**src/rtl/vwg_pkg.sv**
```systemverilog
package vwg_pkg;
    parameter int POS_W = 10;
    localparam logic [POS_W-1:0] POS_MAX = {POS_W{1'b1}};

    typedef enum logic [0:0] {
        S_SEEK  = 1'b0,
        S_FRAME = 1'b1
    } frame_state_e;

    typedef struct packed {
        logic             hpol;
        logic [POS_W-1:0] hstart;
        logic [POS_W-1:0] hend;
        logic [POS_W-1:0] vstart;
        logic [POS_W-1:0] vend;
    } win_cfg_t;
endpackage

```
**src/rtl/vwg_edge_det.sv**
```systemverilog
module vwg_edge_det (
    input  logic clk,
    input  logic rst_n,
    input  logic sig_i,
    input  logic pol_i,
    output logic edge_o
);
    logic prev_q;

    always_ff @(posedge clk or negedge rst_n) begin
        if (!rst_n) prev_q <= 1'b0;
        else        prev_q <= sig_i;
    end

    // pol 0: low-to-high is active, pol 1: high-to-low is active
    always_comb begin
        edge_o = pol_i ? (prev_q & ~sig_i) : (~prev_q & sig_i);
    end
endmodule

```
**src/rtl/vwg_pos_counter.sv**
```systemverilog
module vwg_pos_counter #(
    parameter int W = 10
) (
    input  logic         clk,
    input  logic         rst_n,
    input  logic         restart_i,
    input  logic         advance_i,
    output logic [W-1:0] cur_o,
    output logic [W-1:0] q_o
);
    localparam logic [W-1:0] MAX = {W{1'b1}};

    logic [W-1:0] cnt_q;

    // value that belongs to the pixel presented in this cycle
    always_comb begin
        if (restart_i)                     cur_o = '0;
        else if (advance_i && cnt_q != MAX) cur_o = cnt_q + 1'b1;
        else                               cur_o = cnt_q;
    end

    always_ff @(posedge clk or negedge rst_n) begin
        if (!rst_n) cnt_q <= MAX;
        else        cnt_q <= cur_o;
    end

    assign q_o = cnt_q;
endmodule

```
**src/rtl/vwg_cfg_shadow.sv**
```systemverilog
module vwg_cfg_shadow
    import vwg_pkg::*;
(
    input  logic     clk,
    input  logic     rst_n,
    input  logic     capture_i,
    input  win_cfg_t cfg_i,
    output win_cfg_t cur_o,
    output win_cfg_t shadow_o
);
    win_cfg_t shadow_q;

    always_ff @(posedge clk or negedge rst_n) begin
        if (!rst_n) begin
            shadow_q.hpol   <= 1'b0;
            shadow_q.hstart <= POS_W'(1);
            shadow_q.hend   <= POS_MAX;
            shadow_q.vstart <= POS_W'(1);
            shadow_q.vend   <= POS_MAX;
        end else if (capture_i) begin
            shadow_q <= cfg_i;
        end
    end

    // the capturing pixel already uses the fresh settings
    always_comb begin
        cur_o = capture_i ? cfg_i : shadow_q;
    end

    assign shadow_o = shadow_q;
endmodule

```
**src/rtl/vwg_window_gate.sv**
```systemverilog
module vwg_window_gate
    import vwg_pkg::*;
#(
    parameter int DATA_W = 16
) (
    input  logic              clk,
    input  logic              rst_n,
    input  logic              hsync_i,
    input  logic              vsync_i,
    input  logic [DATA_W-1:0] pix_data_i,
    input  logic              cfg_hpol_i,
    input  logic              cfg_vpol_i,
    input  logic [POS_W-1:0]  cfg_hstart_i,
    input  logic [POS_W-1:0]  cfg_hend_i,
    input  logic [POS_W-1:0]  cfg_vstart_i,
    input  logic [POS_W-1:0]  cfg_vend_i,
    output logic [DATA_W-1:0] pix_data_o,
    output logic              pix_valid_o,
    output logic              pix_first_o,
    output logic              pix_last_o
);
    frame_state_e state_q, state_d;
    win_cfg_t     cfg_in, win_cur, win_shadow;
    logic         v_edge, h_edge;
    logic [POS_W-1:0] hcnt_cur, hcnt_q, vcnt_cur, vcnt_q;
    logic         in_frame, h_in, v_in, hit, hit_first, hit_last;

    always_comb begin
        cfg_in.hpol   = cfg_hpol_i;
        cfg_in.hstart = cfg_hstart_i;
        cfg_in.hend   = cfg_hend_i;
        cfg_in.vstart = cfg_vstart_i;
        cfg_in.vend   = cfg_vend_i;
    end

    vwg_edge_det u_vedge (
        .clk    (clk),
        .rst_n  (rst_n),
        .sig_i  (vsync_i),
        .pol_i  (cfg_vpol_i),
        .edge_o (v_edge)
    );

    vwg_cfg_shadow u_shadow (
        .clk       (clk),
        .rst_n     (rst_n),
        .capture_i (v_edge),
        .cfg_i     (cfg_in),
        .cur_o     (win_cur),
        .shadow_o  (win_shadow)
    );

    vwg_edge_det u_hedge (
        .clk    (clk),
        .rst_n  (rst_n),
        .sig_i  (hsync_i),
        .pol_i  (win_cur.hpol),
        .edge_o (h_edge)
    );

    vwg_pos_counter #(.W(POS_W)) u_hcnt (
        .clk       (clk),
        .rst_n     (rst_n),
        .restart_i (h_edge),
        .advance_i (1'b1),
        .cur_o     (hcnt_cur),
        .q_o       (hcnt_q)
    );

    vwg_pos_counter #(.W(POS_W)) u_vcnt (
        .clk       (clk),
        .rst_n     (rst_n),
        .restart_i (v_edge),
        .advance_i (h_edge),
        .cur_o     (vcnt_cur),
        .q_o       (vcnt_q)
    );

    // state register
    always_ff @(posedge clk or negedge rst_n) begin
        if (!rst_n) state_q <= S_SEEK;
        else        state_q <= state_d;
    end

    // transitions: seek_to_frame on first active VSYNC edge, frame_restart afterwards
    always_comb begin
        state_d = state_q;
        unique case (state_q)
            S_SEEK:  if (v_edge) state_d = S_FRAME;
            S_FRAME: state_d = S_FRAME;
            default: state_d = S_SEEK;
        endcase
    end

    always_comb begin
        in_frame  = (state_q == S_FRAME) || v_edge;
        h_in      = (win_cur.hstart <= hcnt_cur) && (hcnt_cur <= win_cur.hend);
        v_in      = (win_cur.vstart <= vcnt_cur) && (vcnt_cur <= win_cur.vend);
        hit       = in_frame && h_in && v_in;
        hit_first = hit && (hcnt_cur == win_cur.hstart) && (vcnt_cur == win_cur.vstart);
        hit_last  = hit && (hcnt_cur == win_cur.hend) && (vcnt_cur == win_cur.vend);
    end

    // output register
    always_ff @(posedge clk or negedge rst_n) begin
        if (!rst_n) begin
            pix_data_o  <= '0;
            pix_valid_o <= 1'b0;
            pix_first_o <= 1'b0;
            pix_last_o  <= 1'b0;
        end else begin
            pix_data_o  <= hit ? pix_data_i : '0;
            pix_valid_o <= hit;
            pix_first_o <= hit_first;
            pix_last_o  <= hit_last;
        end
    end
endmodule

```
**config.mk**
```make
export PLATFORM = sky130hd
export DESIGN_NAME = vwg_window_gate
export DESIGN_NICKNAME = d
export VERILOG_FILES = /design/src/rtl/vwg_pkg.sv /design/src/rtl/vwg_edge_det.sv /design/src/rtl/vwg_pos_counter.sv /design/src/rtl/vwg_cfg_shadow.sv /design/src/rtl/vwg_window_gate.sv
export SDC_FILE = /design/constraint.sdc
export NUM_CORES = 1
export LEC_CHECK = 0
export CAP_MARGIN = 40
export CORE_UTILIZATION = 55
export CTS_CLUSTER_DIAMETER = 50
export DETAILED_ROUTE_END_ITERATION = 8
export DONT_BUFFER_PORTS = 1
export PLACE_DENSITY_LB_ADDON = 0.12
export SLEW_MARGIN = 20
export SYNTH_ARGS = -nofsm -noshare
export SYNTH_HDL_FRONTEND = slang
export SYNTH_SLANG_ARGS = --single-unit
```
**constraint.sdc**
```tcl
create_clock -name clk -period 12.7 [get_ports clk]
set_clock_uncertainty 0.1 [all_clocks]
set_input_delay 3.175 -clock clk [delete_from_list [all_inputs] [get_ports clk]]
set_output_delay 3.175 -clock clk [all_outputs]
set_load 0.01 [all_outputs]
```
Word-level counts from Yosys, hierarchy flattened. Index checks and enable logic that the tools add are counted.

$add $sub $neg: 2. Multipliers: 0. Divide/modulo/power cells: 0. $lt $le $gt $ge: 4. Equality and inequality tests: 6. Shift-type cells: 0. Multiplexer cells: 10. Bitwise gates (word level): 9. Reductions and logical operators: 10.

Operator list (count): 41-bit two-way mux (1); 10-bit == test (4); 10-bit less-or-equal comparator (4); 10-bit two-way mux (4); 10-bit by 1-bit adder with 10-bit output, second input constant (2); 10-bit inequality test, second input constant (2); 16-bit two-way mux (1); 1-bit logical AND (9); 1-bit inverter (5); 1-bit bitwise AND (4); 1-bit two-way mux (3); 1-bit one-hot mux with 2 select lines (1); 1-bit logical OR (1).

Flip-flop bits (word level): 83. Bits in latches: 0. Bits in writable memories: 0. Bits in read-only memories: 0. Bits of input ports: 62. Output and inout port bits: 19. Word-level logic and storage cells: 55. Memories kept: 0.

Depth between registers and ports, before layout. Gate-level depths: netlist of the first run.

Word-level depth: 13. Gate-level depth with buffers: 17. Gate-level depth less buffers: 15.

By module. A second synthesis of the first run with hierarchy kept.

Cells, all modules: 414. Area total of the unflattened synthesis: 4969.8 um^2.

Modules (own cells, without submodules): vwg_window_gate (times used 1, cells each 204, area an instance 1946.9 um^2, sequential area each 500.5 um^2); vwg_cfg_shadow (times used 1, cells each 87, area an instance 1756.7 um^2, sequential area each 1053.5 um^2); vwg_pos_counter (u_hcnt) (times used 1, cells each 61, area an instance 585.6 um^2, sequential area each 262.8 um^2); vwg_pos_counter (u_vcnt) (times used 1, cells each 54, area an instance 585.6 um^2, sequential area each 262.8 um^2); vwg_edge_det (times used 2, cells each 4, area an instance 47.5 um^2, sequential area each 25.0 um^2).

Worst setup path before layout of the first run. No wires, ideal clock.

Path kind: input port to flip-flop. Start: input cfg_vpol_i. End: register pix_data_o[10]. Setup time: 88 ps. Data arrival time: 6710 ps. Data required time: 12512 ps. Path slack: 5802 ps. Cell stages on the path: 17. Path buffers: 2. Path through: and3b_1 -> or3_1 -> and3_1 -> buf_2 -> o21ai_1 -> nor2_1 -> xnor2_1 -> nand2b_1 -> ha_1 -> a21o_1 -> a21o_1 -> a21oi_1 -> o211ai_1 -> a221o_1 -> o21bai_1 -> clkbuf_1 -> nor3b_1.

Word-level cells in the longest chain between the ends: 10. Elaborated cells between the ends (all ways): 17. Those cells by class: 4 x order compare; 7 x mux; 6 x reduce/logical.

Ends and longest elaborated chain: start: declaration (RTL line vwg_window_gate.sv:12) `input logic cfg_vpol_i,`; 1-bit two-way mux (*) (RTL line vwg_edge_det.sv:17) `edge_o = pol_i ? (prev_q & ~sig_i) : (~prev_q & sig_i);`; 41-bit two-way mux; 1-bit two-way mux (RTL line vwg_edge_det.sv:17); 1-bit logical AND (RTL line vwg_pos_counter.sv:18) `else if (advance_i && cnt_q != MAX) cur_o = cnt_q + 1'b1;`; 10-bit two-way mux (RTL line vwg_pos_counter.sv:18); 10-bit two-way mux (RTL line vwg_pos_counter.sv:17) `if (restart_i) cur_o = '0;`; 10-bit less-or-equal comparator (RTL line vwg_window_gate.sv:98) `v_in = (win_cur.vstart <= vcnt_cur) && (vcnt_cur <= win_cur.vend);`; 1-bit logical AND (RTL line vwg_window_gate.sv:98); 1-bit logical AND (*) (RTL line vwg_window_gate.sv:99) `hit = in_frame && h_in && v_in;`; 16-bit two-way mux (*) (RTL line vwg_window_gate.sv:112) `pix_data_o <= hit ? pix_data_i : '0;`; end signal: assignment (RTL line vwg_window_gate.sv:112); end: declaration (RTL line vwg_window_gate.sv:17) `output logic [DATA_W-1:0] pix_data_o,`.

Mark *: on every way between the ends. The rest lies on a longest branch, timed or not.

Worst setup path in the final report of the first run.
Start: input cfg_vpol_i. End: register pix_data_o[3].

Word-level cells in the longest chain between the ends: 10. Elaborated cells between the ends (all ways): 17. Those cells by class: 4 x order compare; 7 x mux; 6 x reduce/logical.

Ends and longest elaborated chain: 1-bit two-way mux (*) (RTL line vwg_edge_det.sv:17); 41-bit two-way mux; 1-bit two-way mux (RTL line vwg_edge_det.sv:17); 1-bit logical AND (RTL line vwg_pos_counter.sv:18); 10-bit two-way mux (RTL line vwg_pos_counter.sv:18); 10-bit two-way mux (*) (RTL line vwg_pos_counter.sv:17); net u_vcnt.cur_o[7] (RTL line vwg_pos_counter.sv:8) `output logic [W-1:0] cur_o,`; 10-bit less-or-equal comparator (RTL line vwg_window_gate.sv:98); 1-bit logical AND (*) (RTL line vwg_window_gate.sv:98); 1-bit logical AND (*) (RTL line vwg_window_gate.sv:99); 16-bit two-way mux (*) (RTL line vwg_window_gate.sv:112).

The timed path passes the listed nets; every way through them passes the cells marked *.

==> results of run 1 <==
-- registers in the layout, summed over array words and instances, names as in the netlist --
register	flops
pix_last_o	1
u_shadow.shadow_o	41
state_q	1
pix_first_o	1
pix_data_o	16
u_hcnt.q_o	10
u_hedge.prev_q	1
u_vedge.prev_q	1
u_vcnt.q_o	10
pix_valid_o	1
-- tightest hold or removal path, stage by stage, from the launching register on --
cell	delay (ns)
dfrtp_1	0.34
nor2_1	0.06
inv_1	0.04
-- metal layers --
metal / share of wire [%] / wire [um] / up-vias
li1: - / - / 1564
met1: 47 / 4360 / 1554
met2: 44 / 4060 / 118
met3: 7.6 / 708 / 14
met4: 1.5 / 141 / 0
met5: 0 / 0 / -
-- area by class of cell --
cell class | instances | share of cell area, %
multi-input cells | 318 | 45.7
flip-flops and latches | 83 | 44.1
inverters | 37 | 2.87
well taps | 102 | 2.64
clock buffers | 9 | 2.56
clock inverters | 7 | 1.68
repair buffers | 3 | 0.466
-- worst paths after layout --
check	endpoint	slack [ns]
setup / recovery	pix_data_o[3]$_DFF_PN0_	5.53
hold / removal	state_q$_DFF_PN0_	0.37
setup reg to reg	pix_data_o[3]$_DFF_PN0_	7.92
hold reg to reg	state_q$_DFF_PN0_	0.37
max in group asynchronous	u_hcnt.q_o[3]$_DFF_PN1_	9.88
min in group asynchronous	u_shadow.shadow_o[36]$_DFF_PN0_	2.40
-- power groups by stage --
| stage | registers [mW] | clock network [mW] | logic [mW] |
|---|---|---|---|
| finish | 0.343 | 0.196 | 0.186 |
| global route | 0.347 | 0.212 | 0.217 |
| CTS | 0.343 | 0.202 | 0.187 |
| detailed placement | 0.348 | 0 | 0.185 |
| global placement | 0.346 | 0 | 0.177 |
| floorplan | 0.342 | 0 | 0.145 |
-- Yosys cell counts, drive strengths merged, types with 2 or more instances --
| master | count | area, sq um |
|---|---|---|
| a21oi | 16 | 80.1 |
| a31oi | 4 | 40.0 |
| nor4 | 6 | 43.8 |
| a211o | 2 | 17.5 |
| buf | 4 | 23.8 |
| nand4 | 9 | 56.3 |
| nor3b | 15 | 118 |
| nor2b | 8 | 50.1 |
| nor3 | 8 | 40.0 |
| xnor2 | 9 | 78.8 |
| nand2 | 78 | 293 |
| nand2b | 11 | 68.8 |
| or2 | 3 | 18.8 |
| a21o | 12 | 90.1 |
| ha | 40 | 500 |
| dfstp | 42 | 1100 |
| nor2 | 18 | 67.6 |
| nor4b | 4 | 41.3 |
| inv | 37 | 139 |
| or3 | 4 | 25.0 |
| o211ai | 2 | 15.0 |
| and4 | 5 | 43.8 |
| and3 | 4 | 25.0 |
| mux2i | 19 | 190 |
| xor2 | 4 | 35.0 |
| dfrtp | 41 | 1030 |
| o21ai | 7 | 35.0 |
| nand3 | 11 | 55.1 |
| clkbuf | 8 | 30.0 |
-- cells by family after synthesis --
logic type      count (synthesis)
compound gates                 55
xor+xnor                       13
fa+ha+maj                      40
buf+inv                        49
flops                          83
mux                            20
simple gates                  190
-- placed cells by master (no fill, tap or decap), types with 11 or more instances in the layout --
| cell | count |
|---|---|
| a21oi_1 | 16 |
| ha_1 | 40 |
| nor3b_1 | 14 |
| nand2b_1 | 11 |
| dfrtp_1 | 41 |
| nand3_1 | 11 |
| nand2_1 | 78 |
| dfstp_2 | 42 |
| mux2i_1 | 19 |
| inv_1 | 37 |
| a21o_1 | 12 |
| nor2_1 | 17 |
==> impl_metrics.ini, run 1 <==
[finish]
syn2layout_area_growth_pct = 6.83
nFillCells = 692
regArea_sq_um = 2130
nets = 554
antenna_cells = 0
layout-drive-gt1-share_pct = 15.8
instances_no_fill = 559
multiInputGateArea_sq_um = 2210
design_area_sq_um = 4830
final_core_util_pct = 61.6

[logic_synthesis]
syn_area_sq_um = 4520
synth-main-ff-cell = dfstp_2
synth-edff-count = 0
syn_nets = 552
synth-compound-area-share_pct = 8.47
seq_area_frac_synth_pct = 47.1
synth_xor_xnor_area_share_pct = 2.52
synthArstFlopShare_pct = 100
ys_ff_latch = 83
synth_top_family_by_area = simple AND/OR/NAND/NOR gates
syn_avg_cell_area_sq_um = 10.0
synth_adder_area_share_pct = 11.1
yosysWarnings = 0
yosys.area_share.simple_pct = 22.1
synthMuxAreaShare_pct = 4.45
postSynthCellCount = 450
synth_cell_type_count = 55

[sta]
drv_slew = 0
whs_ns = 0.372
timing.final.crit_period_ns = 7.17
fin_ws_ns = 5.53
rsz0062_at_grt = no
tns_ns = 0
worst_slew_pin_slew_ns = 0.674
hold_viol = 0
post-route-period-util_pct = 56.5
slew_headroom_pct = 54.8
setup_viol = 0
fmax_mhz = 139

[clock_network]
cts_setup_buffers = 0
cts.sinks = 83
htreeDepth = 3
numCtsBuffers = 9
root_buffer = clkbuf_8
cts_resized = 0
cts_tree = built
clk_latency_ns = 0.36
cts_buffer_depth = 2
clk_pin_slew_ns = 0.09
hold_buffers = 0

[place]
place_ws_ns = 5.21
io_buffers = 0
place_congestion = 0.824
dpl.hpwl_um = 6950
placed_cells = 543
placed_cell_area_sq_um = 4630

[pwr]
power_frac_clock_pct = 27.1
combPwrFrac_pct = 25.6
p_leak_nw = 2.33
power.density_nw_per_um2 = 150
switching_share_pct = 32.8
pwr-share-seq_pct = 47.3
ir_drop_uv = 94.3
totalPowerFinal_uw = 726
internal-power_uw = 488
switching_power_uw = 238

[floorplan]
initial_utilization_pct = 57.6
placement_rows = 32
die_height_um = 92.7
dieWidth_um = 92.7
die_area_sq_um = 8590
coreArea_sq_um = 7850
ios = 81

[drt]
drt_pre_antenna_iters = 4
num_vias = 3250
first_iter_violations = 136
postRouteAntennaNets = 0
drt-total-wl_um = 9270
wire_per_inst_um = 16.6
drc = 0
vias_per_cell = 5.81

[setup_path]
cp.depth = 16
start_kind = input pin
slowest_delay_ns = 0.55
path_cells = and3b_1 -> or3_1 -> a21boi_1 -> o21ai_1 -> nor4_1 -> xnor2_1 -> nor2_1 -> ha_1 -> a21oi_1 -> nor2b_1 -> o21ai_0 -> o211ai_1 -> a221o_1 -> o21bai_1 -> buf_4 -> nor3b_1
crit_type = input pin to flip-flop
path_buf_inv = 1
crit_fanout = 12
worstPathRequired_ns = 12.88
reg2regPathDepth = 16
critPathLaunch = cfg_vpol_i
cp_top_family = compound AO/OA/AOI/OAI gates
r2r-start = u_vedge.prev_q$_DFF_PN0_
arrival_ns = 7.35
cpMaxStageDelayCell = a21boi_1
endpoint_kind = flip-flop

[hold_path]
holdPathStages = 2
hp-class = flip-flop to flip-flop
hp-start = state_q$_DFF_PN0_

[global_route]
antenna_found_initial = 0
grt_max_degree = 84
busiest_layer = met2
grt_use_met1_pct = 32.2
use_met2_pct = 34.9
grt-ovfl-total = 0
grt.total_usage_pct = 23.1
grt_pass1_vias = 3154
grt_pass1_wl_um = 15200
grt_use_met3_pct = 6.49

[flow_run]
maxCapViolCount = 0

[outcome]
status = finished clean
Power figures use the tool's default switching activity.
==> run 2, diff against run 1 <==
==> constraint.sdc (replaced) <==
create_clock -name clk -period 7.2 [get_ports clk]
set_clock_uncertainty 0.1 [all_clocks]
set_input_delay 1.8 -clock clk [delete_from_list [all_inputs] [get_ports clk]]
set_output_delay 1.8 -clock clk [all_outputs]
set_load 0.01 [all_outputs]
==> run 2 against run 1 <==
Effect of this change:
- sequential cell count is the same
- die area is the same
- global-route usage grew 0.34 points
- largest cell class unchanged
- utilization shrank 0.29 points
- critical path type unchanged
==> impl_metrics.ini, run 2 (synthesized netlist as in run 1, its figures left out) <==
[outcome]
status = finished clean

[sta]
setup_viol = 0
worst_slew_pin_slew_ns = 0.677
post-route-period-util_pct = 80.3
fmax_mhz = 173
hold_viol = 0
rsz0062_at_grt = no
slew_headroom_pct = 54.5
tns_ns = 0
drv_slew = 0
whs_ns = 0.366
timing.final.crit_period_ns = 5.78

[clock_network]
cts_buffer_depth = 2
clk_latency_ns = 0.36
clk_pin_slew_ns = 0.09
cts_resized = 0
cts.sinks = 83
numCtsBuffers = 9
hold_buffers = 0
root_buffer = clkbuf_8
cts_setup_buffers = 0
cts_tree = built
htreeDepth = 3

[global_route]
grt_max_degree = 84
grt-ovfl-total = 0
grt_use_met3_pct = 5.34
grt_pass1_vias = 3155
use_met2_pct = 34.3
antenna_found_initial = 0
grt_use_met1_pct = 35.0
busiest_layer = met1
grt.total_usage_pct = 23.5
grt_pass1_wl_um = 15600

[setup_path]
crit_fanout = 12
r2r-end = pix_data_o[4]$_DFF_PN0_
reg2regPathDepth = 16
crit_type = input pin to flip-flop
r2r_slack_ns = 2.43
r2r-start = u_vedge.prev_q$_DFF_PN0_
start_kind = input pin
worstPathRequired_ns = 7.37
arrival_ns = 5.96
endpoint_kind = flip-flop

[drt]
postRouteAntennaNets = 0
num_vias = 3226
drt-total-wl_um = 9360
wire_per_inst_um = 16.8
drc = 0
drt_pre_antenna_iters = 5
first_iter_violations = 187
vias_per_cell = 5.77

[place]
dpl.hpwl_um = 7010
place_congestion = 0.843
placed_cells = 543
io_buffers = 0

[finish]
mostFrequentLayoutCells = nand2_1 (78), dfstp_2 (42), dfrtp_1 (41)
nets = 554
largest_reg_flops = 41
syn2layout_area_growth_pct = 6.34
layout-drive-gt1-share_pct = 15.8
mostFrequentLayoutCell = nand2_1
instances_no_fill = 559
antenna_cells = 0

[hold_path]
holdPathStages = 2
hp-class = flip-flop to flip-flop
hp-start = state_q$_DFF_PN0_
min_to = state_q$_DFF_PN0_

[floorplan]
placement_rows = 32
die_height_um = 92.7
initial_utilization_pct = 57.6
dieWidth_um = 92.7
ios = 81
die_area_sq_um = 8590
coreArea_sq_um = 7850

[flow_run]
maxCapViolCount = 0

[pwr]
p_leak_nw = 2.32
ir_drop_uv = 191
power.density_nw_per_um2 = 260
==> run 2: cell count changes in the layout (fill, tap and decap cells not counted), sizes merged <==
cell and delta:
bufinv -1, clkinvlp +1
==> run 2: worst max path at each step <==
| stage | start | cells after the start | endpoint |
|---|---|---|---|
| after CTS | cfg_vpol_i | 16 | pix_data_o[4]$_DFF_PN0_ |
| after floorplan | cfg_vpol_i | 17 | pix_data_o[10]$_DFF_PN0_ |
| final | cfg_vpol_i | 16 | pix_data_o[4]$_DFF_PN0_ |
| after detailed placement | cfg_vpol_i | 16 | pix_data_o[4]$_DFF_PN0_ |
| after global routing | cfg_vpol_i | 16 | pix_data_o[10]$_DFF_PN0_ |
| after global placement | cfg_vpol_i | 15 | pix_data_o[7]$_DFF_PN0_ |
==> run 2: layout make-up <==
class                   count  area [sq um]
well taps                 102           128
inverters                  37           139
repair buffers              3          22.5
clock inverters             7          58.8
flip-flops and latches     83          2130
multi-input cells         318          2210
fillers                   676          3040
clock buffers               9           124
==> run 2: power by group <==
part / leakage, nW / switching (mW) / internal, mW / total [mW]
Clock: 0.0868 / 0.182 / 0.130 / 0.312
Combinational: 1.27 / 0.199 / 0.133 / 0.331
Sequential: 0.964 / 0.0432 / 0.563 / 0.606
Total: 2.32 / 0.424 / 0.826 / 1.25
==> run 2: routing by layer <==
metal / wire [um] / part of all wire (%)
met1: 4610 / 49
met2: 4000 / 43
met3: 644 / 6.9
met4: 106 / 1.1
met5: 0 / 0
==> run 2: critical path: stages <==
cell      delay (ns)
and3b_1         0.22
or3_1           0.37
a21boi_1        0.56
o21ai_1         0.38
nor4_1          0.39
xnor2_1         0.18
nor2_1          0.09
ha_1            0.30
a21oi_1         0.14
nor2b_1         0.05
o21ai_0         0.15
o211ai_1        0.17
a221o_1         0.43
o21bai_1        0.27
buf_4           0.24
nor3b_1         0.20
==> run 2: stage by stage <==
step | power (mW) | worst slack [ns] | area (sq um) | utilization (%)
finish | 1.25 | 1.42 | 4810 | 61.3
detailed placement | 0.942 | 1.10 | 4630 | 58.9
floorplan | 0.859 | 1.68 | 4520 | -
global placement | 0.923 | 1.18 | 4620 | 58.8
CTS | 1.26 | 1.47 | 4810 | 61.3
global route | 1.33 | 1.04 | 4810 | 61.3
==> run 3, diff against run 2 <==
==> constraint.sdc (replaced) <==
create_clock -name clk -period 5 [get_ports clk]
set_clock_uncertainty 0.1 [all_clocks]
set_input_delay 1.25 -clock clk [delete_from_list [all_inputs] [get_ports clk]]
set_output_delay 1.25 -clock clk [all_outputs]
set_load 0.01 [all_outputs]
==> run 3 against run 2 <==
Effect of this change:
- sequential cell count did not move
- design area rose by 1.8%
- combinational power rose by 44%
- clock-buffer cell count did not move
- largest power group unchanged
- sequential share of layout area fell by 0.78 points
- critical path type unchanged
- sequential power rose by 44%
==> impl_metrics.ini, run 3 (synthesized netlist as in run 1, its figures left out) <==
[sta]
rsz0062_at_grt = no
post-route-period-util_pct = 92.3
worst_slew_pin_slew_ns = 0.515
tns_ns = 0
setup_viol = 0
fin_ws_ns = 0.385
slew_headroom_pct = 65.7
hold_viol = 0
fmax_mhz = 217
timing.final.crit_period_ns = 4.62
whs_ns = 0.372
drv_slew = 0

[setup_path]
worstPathRequired_ns = 5.17
arrival_ns = 4.78
reg2regPathDepth = 16
crit_type = input pin to flip-flop
start_kind = input pin
crit_fanout = 15
endpoint_kind = flip-flop

[floorplan]
coreArea_sq_um = 7850
initial_utilization_pct = 57.6
dieWidth_um = 92.7
ios = 81
placement_rows = 32
die_area_sq_um = 8590
die_height_um = 92.7

[hold_path]
hp-class = flip-flop to flip-flop
holdPathStages = 2

[clock_network]
cts_resized = 0
cts_buffer_depth = 2
clk_latency_ns = 0.36
clk_pin_slew_ns = 0.09
numCtsBuffers = 9
cts.sinks = 83
hold_buffers = 0
root_buffer = clkbuf_8
htreeDepth = 3
cts_tree = built
cts_setup_buffers = 0

[drt]
first_iter_violations = 126
vias_per_cell = 5.65
wirelength_met1_um = 4470
routed.top_layer = met4
drc = 0
dr_wl_met3_um = 628
num_vias = 3195
drt-total-wl_um = 9220
drt_pre_antenna_iters = 6
wire_per_inst_um = 16.3
routed-wl-met2_um = 4010
postRouteAntennaNets = 0

[finish]
antenna_cells = 0
layout-drive-gt1-share_pct = 17.1
nets = 560
mostFrequentLayoutCell = nand2_1
nFillCells = 657
final_core_util_pct = 62.4
largest_reg_flops = 41
syn2layout_area_growth_pct = 8.25
instances_no_fill = 565
design_area_sq_um = 4890
mostFrequentLayoutCells = nand2_1 (78), dfstp_2 (42), dfrtp_1 (41)

[pwr]
ir_drop_uv = 241
power.density_nw_per_um2 = 379
totalPowerFinal_mw = 1.85
p_leak_nw = 2.37

[flow_run]
maxCapViolCount = 0

[place]
place_ws_ns = -0.136
place_congestion = 0.879
placed_cell_area_sq_um = 4680
dpl.hpwl_um = 7010
placed_cells = 549
io_buffers = 0

[global_route]
grt.total_usage_pct = 23.2
grt_max_degree = 84
antenna_found_initial = 0
grt_pass1_vias = 3235
grt_pass1_wl_um = 15400
grt-ovfl-total = 0

[outcome]
status = finished clean
[run 3: changes by cell type in the layout (fill, tap and decap cells not counted)]
cell | previous run | this run
inv_8 | 0 | 1
o21ai_2 | 0 | 1
clkinvlp_4 | 2 | 1
buf_12 | 0 | 1
buf_4 | 3 | 8
inv_6 | 3 | 2
o21ai_0 | 6 | 5
bufinv_16 | 0 | 1
[run 3: power by group]
group	internal, mW	switching (mW)
clock network	0.240	0.266
logic	0.198	0.280
registers	0.811	0.0603
total	1.25	0.606
[run 3: path summary, 6_finish.rpt]
kind | start | end | slack (ns)
max | cfg_vpol_i | pix_data_o[0]$_DFF_PN0_ | 0.38
min | u_shadow.shadow_o[20]$_DFF_PN1_ | u_shadow.shadow_o[20]$_DFF_PN1_ | 0.37
max reg2reg | u_hcnt.q_o[0]$_DFF_PN1_ | pix_data_o[0]$_DFF_PN0_ | 0.76
min reg2reg | u_shadow.shadow_o[20]$_DFF_PN1_ | u_shadow.shadow_o[20]$_DFF_PN1_ | 0.37
max in group asynchronous | rst_n | u_shadow.shadow_o[21]$_DFF_PN1_ | 4.12
min in group asynchronous | rst_n | pix_data_o[12]$_DFF_PN0_ | 0.47
[run 3: critical path: stages]
cell,delay [ns]
nor3b_2,0.33
nor3_1,0.12
o21ai_1,0.27
nand2_1,0.23
or3_1,0.46
inv_1,0.11
ha_1,0.25
and4_1,0.24
o2111ai_1,0.16
o32ai_1,0.12
and4_1,0.20
nor4_1,0.34
buf_4,0.19
o21bai_1,0.08
buf_4,0.21
nor3b_1,0.21
[run 3: per-layer routing]
metal	vias to the layer above	global-route usage (%)
met3	9	5.25
met4	0	6.54
met2	98	36.5
li1	1575	-
met1	1513	32.1
met5	-	0
[run 3: final cells by class]
| class | count | area, sq um | area share (%) |
|---|---|---|---|
| inverters | 37 | 139 | 2.84 |
| flip-flops and latches | 83 | 2130 | 43.5 |
| well taps | 102 | 128 | 2.61 |
| clock inverters | 7 | 83.8 | 1.71 |
| repair buffers | 9 | 80.1 | 1.64 |
| multi-input cells | 318 | 2210 | 45.2 |
| clock buffers | 9 | 124 | 2.53 |
